===== config.mk =====
export PLATFORM = sky130hd
export DESIGN_NAME = pic8_ctrl
export DESIGN_NICKNAME = d
export VERILOG_FILES = /design/src/rtl/pic8_pkg.sv /design/src/rtl/pic8_cfg.sv /design/src/rtl/pic8_regs.sv /design/src/rtl/pic8_resolve.sv /design/src/rtl/pic8_ctrl.sv
export SDC_FILE = /design/constraint.sdc
export NUM_CORES = 1
export LEC_CHECK = 0
export CAP_MARGIN = 20
export CORE_UTILIZATION = 58
export DETAILED_ROUTE_END_ITERATION = 10
export GPL_ROUTABILITY_DRIVEN = 0
export HOLD_SLACK_MARGIN = 0.02
export PLACE_DENSITY = 0.92
export SLEW_MARGIN = 5
export SYNTH_ARGS = -nofsm -noshare
export SYNTH_HDL_FRONTEND = slang
export SYNTH_SLANG_ARGS = --single-unit

===== constraint.sdc =====
create_clock -name clk_i -period 7.5 [get_ports clk_i]
set_clock_uncertainty 0.05 [all_clocks]
set_input_delay 1.125 -clock clk_i [delete_from_list [all_inputs] [get_ports clk_i]]
set_output_delay 1.125 -clock clk_i [all_outputs]
set_load 0.05 [all_outputs]

===== src/rtl/pic8_pkg.sv =====
package pic8_pkg;
  typedef enum logic [2:0] {
    SEQ_IDLE,
    SEQ_BASE,
    SEQ_CASC,
    SEQ_MODE,
    SEQ_RUN
  } seq_e;

  localparam int START_BIT   = 4;
  localparam int RDSEL_BIT   = 3;
  localparam int NEED4_BIT   = 0;
  localparam int SINGLE_BIT  = 1;
  localparam int LEVEL_BIT   = 3;
  localparam int AEOI_BIT    = 1;
  localparam logic [2:0] OP_EOI_NS = 3'b001;
  localparam logic [2:0] OP_EOI_SP = 3'b011;
endpackage


===== src/rtl/pic8_cfg.sv =====
module pic8_cfg
  import pic8_pkg::*;
#(
  parameter int DATA_W = 8,
  parameter int LINE_W = 3
) (
  input  logic              clk_i,
  input  logic              rst_ni,
  input  logic              wr_i,
  input  logic              addr_i,
  input  logic [DATA_W-1:0] wdata_i,
  output logic              init_o,
  output logic              ready_o,
  output logic              level_o,
  output logic              single_o,
  output logic              aeoi_o,
  output logic [DATA_W-1:0] vbase_o,
  output logic [DATA_W-1:0] casw_o,
  output logic              imr_we_o,
  output logic              eoi_sp_o,
  output logic              eoi_ns_o,
  output logic [LINE_W-1:0] eoi_line_o,
  output logic              rd_isr_o
);
  seq_e seq_q;
  logic need4_q;
  logic wr_cmd, wr_dat, in_seq, is_op2, is_op3;
  logic [2:0] op;

  assign wr_cmd = wr_i & ~addr_i;
  assign wr_dat = wr_i & addr_i;
  assign in_seq = (seq_q == SEQ_BASE) || (seq_q == SEQ_CASC) || (seq_q == SEQ_MODE);
  assign init_o = wr_cmd & wdata_i[START_BIT];
  assign is_op2 = wr_cmd & ~wdata_i[START_BIT] & ~wdata_i[RDSEL_BIT];
  assign is_op3 = wr_cmd & ~wdata_i[START_BIT] & wdata_i[RDSEL_BIT];
  assign op     = wdata_i[DATA_W-1 -: 3];

  assign eoi_sp_o   = is_op2 && (op == OP_EOI_SP);
  assign eoi_ns_o   = is_op2 && (op == OP_EOI_NS);
  assign eoi_line_o = wdata_i[LINE_W-1:0];
  assign imr_we_o   = wr_dat & ~in_seq;
  assign ready_o    = (seq_q == SEQ_RUN);

  always_ff @(posedge clk_i or negedge rst_ni) begin
    if (!rst_ni) begin
      seq_q    <= SEQ_IDLE;
      need4_q  <= 1'b0;
      level_o  <= 1'b0;
      single_o <= 1'b0;
      aeoi_o   <= 1'b0;
      vbase_o  <= '0;
      casw_o   <= '0;
      rd_isr_o <= 1'b0;
    end else if (init_o) begin
      seq_q    <= SEQ_BASE;
      need4_q  <= wdata_i[NEED4_BIT];
      level_o  <= wdata_i[LEVEL_BIT];
      single_o <= wdata_i[SINGLE_BIT];
      aeoi_o   <= 1'b0;
      rd_isr_o <= 1'b0;
    end else begin
      if (is_op3 && wdata_i[1]) rd_isr_o <= wdata_i[0];
      if (wr_dat) begin
        unique case (seq_q)
          SEQ_BASE: begin
            vbase_o <= wdata_i;
            if (!single_o)    seq_q <= SEQ_CASC;
            else if (need4_q) seq_q <= SEQ_MODE;
            else              seq_q <= SEQ_RUN;
          end
          SEQ_CASC: begin
            casw_o <= wdata_i;
            seq_q  <= need4_q ? SEQ_MODE : SEQ_RUN;
          end
          SEQ_MODE: begin
            aeoi_o <= wdata_i[AEOI_BIT];
            seq_q  <= SEQ_RUN;
          end
          default: ;
        endcase
      end
    end
  end
endmodule


===== src/rtl/pic8_regs.sv =====
module pic8_regs #(
  parameter int N_LINES = 8,
  parameter int LINE_W  = 3
) (
  input  logic               clk_i,
  input  logic               rst_ni,
  input  logic [N_LINES-1:0] irq_i,
  input  logic               level_i,
  input  logic               init_i,
  input  logic               imr_we_i,
  input  logic [N_LINES-1:0] imr_d_i,
  input  logic               take_i,
  input  logic [LINE_W-1:0]  take_line_i,
  input  logic               aeoi_i,
  input  logic               eoi_sp_i,
  input  logic               eoi_ns_i,
  input  logic [LINE_W-1:0]  eoi_line_i,
  output logic [N_LINES-1:0] irr_o,
  output logic [N_LINES-1:0] isr_o,
  output logic [N_LINES-1:0] imr_o
);
  localparam logic [N_LINES-1:0] ONE = {{(N_LINES-1){1'b0}}, 1'b1};

  logic [N_LINES-1:0] irq_q, rise, take_vec, clr_vec, irr_n, isr_n;

  assign rise     = irq_i & ~irq_q;
  assign take_vec = take_i ? (ONE << take_line_i) : '0;

  always_comb begin
    clr_vec = '0;
    if (eoi_sp_i) clr_vec = ONE << eoi_line_i;
    else if (eoi_ns_i) clr_vec = isr_o & (~isr_o + ONE);  // lowest set bit
  end

  assign irr_n = level_i ? (irq_i & ~take_vec) : ((irr_o & ~take_vec) | rise);
  assign isr_n = (isr_o & ~clr_vec) | (aeoi_i ? '0 : take_vec);

  always_ff @(posedge clk_i or negedge rst_ni) begin
    if (!rst_ni) begin
      irq_q <= '1;
      irr_o <= '0;
      isr_o <= '0;
      imr_o <= '1;
    end else if (init_i) begin
      irq_q <= '1;  // fresh edge required after setup starts
      irr_o <= '0;
      isr_o <= '0;
      imr_o <= '0;
    end else begin
      irq_q <= irq_i;
      irr_o <= irr_n;
      isr_o <= isr_n;
      if (imr_we_i) imr_o <= imr_d_i;
    end
  end
endmodule


===== src/rtl/pic8_resolve.sv =====
module pic8_resolve #(
  parameter int N_LINES = 8,
  parameter int LINE_W  = 3,
  parameter int DATA_W  = 8
) (
  input  logic [N_LINES-1:0] irr_i,
  input  logic [N_LINES-1:0] isr_i,
  input  logic [N_LINES-1:0] imr_i,
  input  logic               ready_i,
  input  logic               master_i,
  input  logic               single_i,
  input  logic [DATA_W-1:0]  casw_i,
  input  logic [DATA_W-1:0]  vbase_i,
  input  logic               inta_i,
  input  logic [LINE_W-1:0]  cas_i,
  input  logic               cas_en_i,
  output logic               int_o,
  output logic               take_o,
  output logic [LINE_W-1:0]  take_line_o,
  output logic [DATA_W-1:0]  vec_o,
  output logic               vec_en_o,
  output logic [LINE_W-1:0]  cas_o,
  output logic               cas_en_o
);
  logic [LINE_W:0]    lim;
  logic [N_LINES-1:0] below, elig, casmap;
  logic [LINE_W-1:0]  win, slv_id;
  logic any, is_master, cas_hit, ack_m, ack_s;

  always_comb begin
    lim = (LINE_W+1)'(N_LINES);
    for (int k = N_LINES-1; k >= 0; k--)
      if (isr_i[k]) lim = (LINE_W+1)'(k);
  end

  for (genvar g = 0; g < N_LINES; g++) begin : g_below
    assign below[g] = ((LINE_W+1)'(g) < lim);
  end

  assign elig = irr_i & ~imr_i & below;
  assign any  = |elig;

  always_comb begin
    win = '0;
    for (int k = N_LINES-1; k >= 0; k--)
      if (elig[k]) win = LINE_W'(k);
  end

  assign casmap    = casw_i[N_LINES-1:0];
  assign slv_id    = casw_i[LINE_W-1:0];
  assign is_master = master_i | single_i;
  assign cas_hit   = ~single_i & any & casmap[win];
  assign ack_m     = is_master & inta_i & ready_i;
  assign ack_s     = ~is_master & inta_i & ready_i & cas_en_i & (cas_i == slv_id);

  assign int_o       = ready_i & any;
  assign take_o      = (ack_m | ack_s) & any;
  assign take_line_o = win;
  assign cas_en_o    = ack_m & cas_hit;
  assign cas_o       = cas_en_o ? win : '0;
  assign vec_en_o    = (ack_m & ~cas_hit) | ack_s;
  assign vec_o       = {vbase_i[DATA_W-1:LINE_W], (any ? win : {LINE_W{1'b1}})};
endmodule


===== src/rtl/pic8_ctrl.sv =====
module pic8_ctrl #(
  parameter int N_LINES = 8,
  parameter int DATA_W  = 8,
  localparam int LINE_W = $clog2(N_LINES)
) (
  input  logic               clk_i,
  input  logic               rst_ni,
  input  logic               master_i,
  input  logic               wr_i,
  input  logic               addr_i,
  input  logic [DATA_W-1:0]  wdata_i,
  output logic [DATA_W-1:0]  rdata_o,
  input  logic [N_LINES-1:0] irq_i,
  output logic               int_o,
  input  logic               inta_i,
  output logic [DATA_W-1:0]  vec_o,
  output logic               vec_en_o,
  input  logic [LINE_W-1:0]  cas_i,
  input  logic               cas_en_i,
  output logic [LINE_W-1:0]  cas_o,
  output logic               cas_en_o
);
  logic init, cfg_ready, level, single, aeoi, imr_we, eoi_sp, eoi_ns, rd_isr, take;
  logic [DATA_W-1:0]  vbase, casw;
  logic [LINE_W-1:0]  eoi_line, take_line;
  logic [N_LINES-1:0] irr, isr, imr;

  pic8_cfg #(.DATA_W(DATA_W), .LINE_W(LINE_W)) u_cfg (
    .clk_i, .rst_ni, .wr_i, .addr_i, .wdata_i,
    .init_o(init), .ready_o(cfg_ready), .level_o(level), .single_o(single),
    .aeoi_o(aeoi), .vbase_o(vbase), .casw_o(casw), .imr_we_o(imr_we),
    .eoi_sp_o(eoi_sp), .eoi_ns_o(eoi_ns), .eoi_line_o(eoi_line), .rd_isr_o(rd_isr)
  );

  pic8_regs #(.N_LINES(N_LINES), .LINE_W(LINE_W)) u_regs (
    .clk_i, .rst_ni, .irq_i, .level_i(level), .init_i(init),
    .imr_we_i(imr_we), .imr_d_i(wdata_i[N_LINES-1:0]),
    .take_i(take), .take_line_i(take_line), .aeoi_i(aeoi),
    .eoi_sp_i(eoi_sp), .eoi_ns_i(eoi_ns), .eoi_line_i(eoi_line),
    .irr_o(irr), .isr_o(isr), .imr_o(imr)
  );

  pic8_resolve #(.N_LINES(N_LINES), .LINE_W(LINE_W), .DATA_W(DATA_W)) u_res (
    .irr_i(irr), .isr_i(isr), .imr_i(imr), .ready_i(cfg_ready),
    .master_i, .single_i(single), .casw_i(casw), .vbase_i(vbase),
    .inta_i, .cas_i, .cas_en_i,
    .int_o, .take_o(take), .take_line_o(take_line),
    .vec_o, .vec_en_o, .cas_o, .cas_en_o
  );

  always_comb begin
    if (addr_i)      rdata_o = DATA_W'(imr);
    else if (rd_isr) rdata_o = DATA_W'(isr);
    else             rdata_o = DATA_W'(irr);
  end
endmodule


* Word level (Yosys, flattened, before mapping) *
Cells that the tools add are included.

operators by class
  shifts and indexed selects = 2
  order comparisons = 9
  reduce and logical (&&, ||, !) cells = 15
  equal/unequal tests = 7
  bitwise operators = 44
  multiplexer cells = 42
  add/subtract/negate cells = 1

operator list
  operator                                                               count
  8-bit two-way mux                                                      12
  8-bit bitwise AND                                                      7
  3-bit two-way mux                                                      14
  8-bit NOT                                                              5
  4-bit two-way mux                                                      8
  1-bit bitwise AND                                                      19
  3-bit by 4-bit < comparator with 1-bit output (first input constant)   4
  8-bit bitwise OR                                                       2
  1-bit by 3-bit << shifter with 8-bit output (first input constant)     2
  3-bit by 2-bit == test with 1-bit output (second input constant)       3
  3-bit one-hot mux with 3 select lines                                  1
  8-bit by 1-bit adder with 8-bit output (second input constant)         1
  1-bit by 4-bit < comparator with 1-bit output (first input constant)   2
  2-bit by 4-bit < comparator with 1-bit output (first input constant)   2
  1-bit NOT                                                              8
  2-bit nonzero test                                                     4
  8-bit OR reduction                                                     1
  3-bit by 1-bit == test with 1-bit output (second input constant)       2
  1-bit two-way mux                                                      6
  3-bit AND reduction                                                    2
  3-bit by 4-bit < comparator with 1-bit output (second input constant)  1
  2-bit AND reduction                                                    2
  4-bit nonzero test                                                     1
  1-bit binary-select mux with 3-bit select                              1
  5 further kinds                                                        10

storage, ports and cells
  input bits = 26
  flip-flop bits (word level) = 56
  output and inout port bits = 22
  logic and storage cells = 132

* Longest topological paths before layout *
  depth after elaboration = 25
  mapped depth = 8
  mapped depth without buffers = 7

* Modules after synthesis *
Synthesis repeated with hierarchy kept, for this count alone.

unflattened totals
  cell total of the unflattened synthesis = 333
  area, all modules = 3,465.8 µm²

by module, submodules not included
  module        area each (µm²)  seq. area each (µm²)  times used  cells each
  pic8_regs     1,580.3          820.8                 1           142
  pic8_cfg      1,096.1          600.6                 1           82
  pic8_resolve  616.8            0.0                   1           83
  pic8_ctrl     172.7            0.0                   1           26

* Worst setup path before layout *
OpenSTA, ideal clock, no wires.

  kind = reg2out
  from = reg u_regs.isr_o[1]
  to = out cas_en_o
  path buffers = 0
  arrival time = 2.822 ns
  required time = 6.325 ns
  setup slack = 3.503 ns
  cell stages (with the launch flop) = 8
  cells stage by stage = dfrtp_1 -> or3b_1 -> a21oi_2 -> a21o_1 -> inv_1 -> nand2_1 -> or4b_4 -> nor2_1

on the way
  longest elaborated chain between the ends = 16
  elaborated cells between the ends (all ways) = 25
  classes of those cells = order compare: 8; mux: 12; bitwise: 4; reduce/logical: 1

ends and longest elaborated chain
  what                                           RTL line            source
  start: declaration                             pic8_regs.sv:19     output logic [N_LINES-1:0] isr_o,
  start signal: assignment                       pic8_regs.sv:52     isr_o <= isr_n;
  4-bit two-way mux (*) (2 in a row)             pic8_resolve.sv:33  if (isr_i[k]) lim = (LINE_W+1)'(k);
  3-bit by 4-bit < comparator with 1-bit output  pic8_resolve.sv:37  assign below[g] = ((LINE_W+1)'(g) < lim);
  8-bit bitwise AND (*)                          pic8_resolve.sv:40  assign elig = irr_i & ~imr_i & below;
  3-bit two-way mux (8 in a row)                 pic8_resolve.sv:46  if (elig[k]) win = LINE_W'(k);
  1-bit binary-select mux with 3-bit select      pic8_resolve.sv:52  assign cas_hit = ~single_i & any & casmap[win];
  1-bit two-way mux (not written as such)        pic8_resolve.sv:52
  1-bit bitwise AND (*)                          pic8_resolve.sv:52
  1-bit bitwise AND (*)                          pic8_resolve.sv:59  assign cas_en_o = ack_m & cas_hit;
  end: declaration                               pic8_ctrl.sv:21     output logic cas_en_o

Mark *: on every way between the ends. The rest lies on a longest branch, timed or not. The select of a mux whose other input is x is not followed.

* Worst setup path in the final report *
  from = reg u_regs.isr_o[7]
  to = out cas_o[2]

on the way
  longest elaborated chain between the ends = 23
  elaborated cells between the ends (all ways) = 32
  classes of those cells = order compare: 8; mux: 19; bitwise: 4; reduce/logical: 1

ends and longest elaborated chain
  what                                           RTL line            source
  4-bit two-way mux (*) (8 in a row)             pic8_resolve.sv:33
  3-bit by 4-bit < comparator with 1-bit output  pic8_resolve.sv:37
  8-bit bitwise AND (*)                          pic8_resolve.sv:40
  3-bit two-way mux (8 in a row)                 pic8_resolve.sv:46
  1-bit binary-select mux with 3-bit select      pic8_resolve.sv:52
  1-bit two-way mux (not written as such)        pic8_resolve.sv:52
  1-bit bitwise AND                              pic8_resolve.sv:52
  1-bit bitwise AND                              pic8_resolve.sv:59
  3-bit two-way mux (*)                          pic8_resolve.sv:60  assign cas_o = cas_en_o ? win : '0;
  end: declaration                               pic8_ctrl.sv:20     output logic [LINE_W-1:0] cas_o,

Marks and branches as above.

==> results.cfg <==
[run_status]
status = finished, final reports clean

[timing]
setup_viol = 0
tightest_slew_ns = 1.02
hold_viol = 0
maxSlewViolCount = 0
finalWorstSetupSlack_ns = 2.70
slew_headroom_pct = 30.4
rsz0062_at_grt = false
hold_ws_ns = 0.468
post-route-min-period_ns = 4.80
setup-tns-final_ns = 0
fmax_mhz = 208
fin_crit_sh_pct = 64.0

[synthesis]
avgSynthCellArea_um2 = 9.22
synth_fa_ha_area_share_pct = 0
synth_nets = 357
synth_cells = 331
synth-seq-cells = 53
yosysTopAreaCell = dfrtp_1
synth_cell_types = 62
yosys_warnings = 0
yosys_most_used_dff = dfrtp_1
yosys.area_share.simple_pct = 23.1
synth_commonest_cells = dfrtp_1, nand2_1, o21ai_0, nor2_1, nand3_1
syn_area_um2 = 3050
ys_seq_area_share_pct = 44.1
synth_edf_count = 0
synth_compound_area_share_pct = 18.9
synth_top_area_share_pct = 30.3
synthArstFlopShare_pct = 100
synth_top_family_by_area = simple AND/OR/NAND/NOR gates
synthMuxAreaShare_pct = 8.36
synth_xor_area_share_pct = 0.861
yosysMostFrequentCell = dfrtp_1
ys_top_cells_by_area = dfrtp_1, dfstp_2, nand2_1, o21ai_0, mux2_2

[worst_setup_path]
cp_slowest_cell = clkdlybuf4s50_1
end_kind = output port
crit_required_ns = 6.32
path_class = reg2out
startpoint = u_regs.isr_o[7]
slowest_delay_ns = 0.83
critPathMaxFanout = 10
reg2reg_from = u_regs.isr_o[4]
cp_data_arrival_time_ns = 3.62
crit_chain = or3b_1 > o311ai_2 > and3_1 > a311oi_2 > or4b_4 > nor4_4 > clkdlybuf4s50_1
crit_path_start_kind = register

[route]
antenna_left = 0
via_per_inst = 6.45
dr_total_vias = 2840
remaining_drc_errors = 0
routedWlPerCell_um = 18.8
drtPass1Iterations = 7
drt_iter0_drc = 336
drt_wl_total_mm = 8.27

[floorplan]
core_um2 = 5070
die_area_um2 = 5560
start_util_pct = 60.2
die_h_um = 74.6
ioPinCount = 48
num_rows = 26
die_x_um = 74.6

[global_route]
overflow = 0
grt_pass1_vias = 2785
grtUsageTotal_pct = 31.9
grt_pass1_wl_mm = 13.0
antenna_found_initial = 0
grt_max_degree = 54

[cts]
root_buffer = clkbuf_8
tritoncts = yes
clockBufferDepth = 2
cts-htree-levels = 2
cts_made_buffers = 5
cts_hold_buf = 0
postCtsSetupBuffers = 0
clk_pin_slew_ns = 0.10
insertion_delay_ns = 0.32
clock_sinks = 53
cts-resized-gates = 0

[pwr]
p_per_area_nw_per_um2 = 384
p_leak_uw = 0.00150
irDropWorstVdd_v = 0.000261

[placement]
place_ws_ns = 2.81
dp_hpwl_mm = 5.78
io_buffers = 47

[finish]
drive_above_1_share_pct = 13.5
nFillCells = 390
areaGrowthSynthToFinish_pct = 19.2
diodes = 0
multi_input_area_um2 = 1560
nNetsFinal = 395
regArea_um2 = 1350

[job]
drv_cap = 0

[worst_hold_path]
holdCritStartpoint = u_regs.imr_o[6]
hold_path.class = reg2reg
cell usage in the layout, fill, tap and decap left out, types with 2 or more instances in the layout:
cell / Yosys / routed
a21o_1: 2 / 2
a21oi_1: 16 / 16
a221oi_1: 2 / 2
a22o_1: 2 / 2
a31oi_1: 2 / 2
a32o_1: 2 / 2
and2_1: 2 / 2
and3_1: 2 / 2
clkbuf_8: 0 / 7
clkdlybuf4s50_1: 0 / 46
dfrtp_1: 37 / 37
dfstp_2: 16 / 16
inv_1: 17 / 17
mux2_2: 12 / 12
mux2i_1: 12 / 12
nand2_1: 36 / 36
nand2b_1: 14 / 14
nand3_1: 18 / 18
nand3b_1: 2 / 2
nand4_1: 2 / 2
nand4b_1: 2 / 2
nor2_1: 21 / 21
nor2b_1: 6 / 6
nor3_1: 7 / 7
nor3_2: 2 / 2
nor4_1: 2 / 2
o211ai_1: 3 / 3
o21a_1: 3 / 3
o21ai_0: 27 / 27
o221ai_1: 2 / 2
o22ai_1: 2 / 2
o311ai_0: 2 / 2
o41ai_1: 2 / 2
or2_2: 3 / 3
or3_1: 3 / 3
or3b_1: 2 / 2
or4_1: 3 / 3
xnor2_1: 3 / 3
cells by family after synthesis:
logic type	after synthesis
AND/OR/NAND/NOR	132
XOR/XNOR	3
AO/OA/AOI/OAI	85
flip-flops	53
buffers and inverters	34
multiplexers	24
per-layer routing:
metal	vias up	wire length, µm	GRT usage, %
met5	-	0	0
met4	0	288	17.2
met3	37	893	8.13
met2	185	4040	51.3
met1	1350	3050	39.6
li1	1268	-	-
path summary, 6_finish.rpt:
check / cells past startpoint / end / slack (ns)
max: 7 / cas_o[2] / 2.70
min: 2 / u_regs.imr_o[6] / 0.47
max reg2reg: 6 / u_regs.irr_o[6] / 4.81
min reg2reg: 2 / u_regs.imr_o[6] / 0.47
max in group asynchronous: 2 / u_regs.isr_o[3] / 6.11
min in group asynchronous: 2 / u_cfg.vbase_o[5] / 0.86
where the power goes:
part | switching [µW] | internal (µW) | leakage, µW
combinational | 468 | 267 | 0.000811
sequential | 95.9 | 385 | 0.000630
clock | 96.5 | 85.3 | 0.0000549
flip-flops by register name, summed over array words and instances, names as in the netlist:
name and cells:
u_cfg.casw_o 8, u_cfg.aeoi_o 1, u_cfg.need4_q 1, u_cfg.seq_q 3, u_cfg.single_o 1, u_cfg.level_o 1
u_cfg.rd_isr_o 1, u_cfg.vbase_o 5, u_regs.isr_o 8, u_regs.imr_o 8, u_regs.irr_o 8, u_regs.irq_q 8
cell type report:
| type | instances | area share, % |
|---|---|---|
| inverters | 17 | 1.75 |
| clock inverters | 1 | 0.241 |
| repair buffers | 48 | 13.0 |
| multi-input cells | 244 | 43.0 |
| clock buffers | 7 | 2.65 |
| well taps | 70 | 2.41 |
| flip-flops and latches | 53 | 37.0 |
worst max-delay path, delay by kind of cell (launching register included):
kind            cells  cell delay [ns]
simple gates        4             1.55
compound gates      2             0.51
flops               1             0.42
buf+inv             1             0.83
per-stage QoR:
stage | power, µW | cell area (µm²) | utilization, % | instances
5_1_grt | 1460 | 3640 | 71.7 | 440
4_1_cts | 1380 | 3640 | 71.7 | 440
3_3_place_gp | 1170 | 3530 | 69.6 | 432
6_report | 1400 | 3640 | 71.7 | 440
3_5_place_dp | 1190 | 3530 | 69.6 | 432
2_1_floorplan | 990 | 3050 | - | 331
No activity file was read; power rests on OpenSTA's default activity.
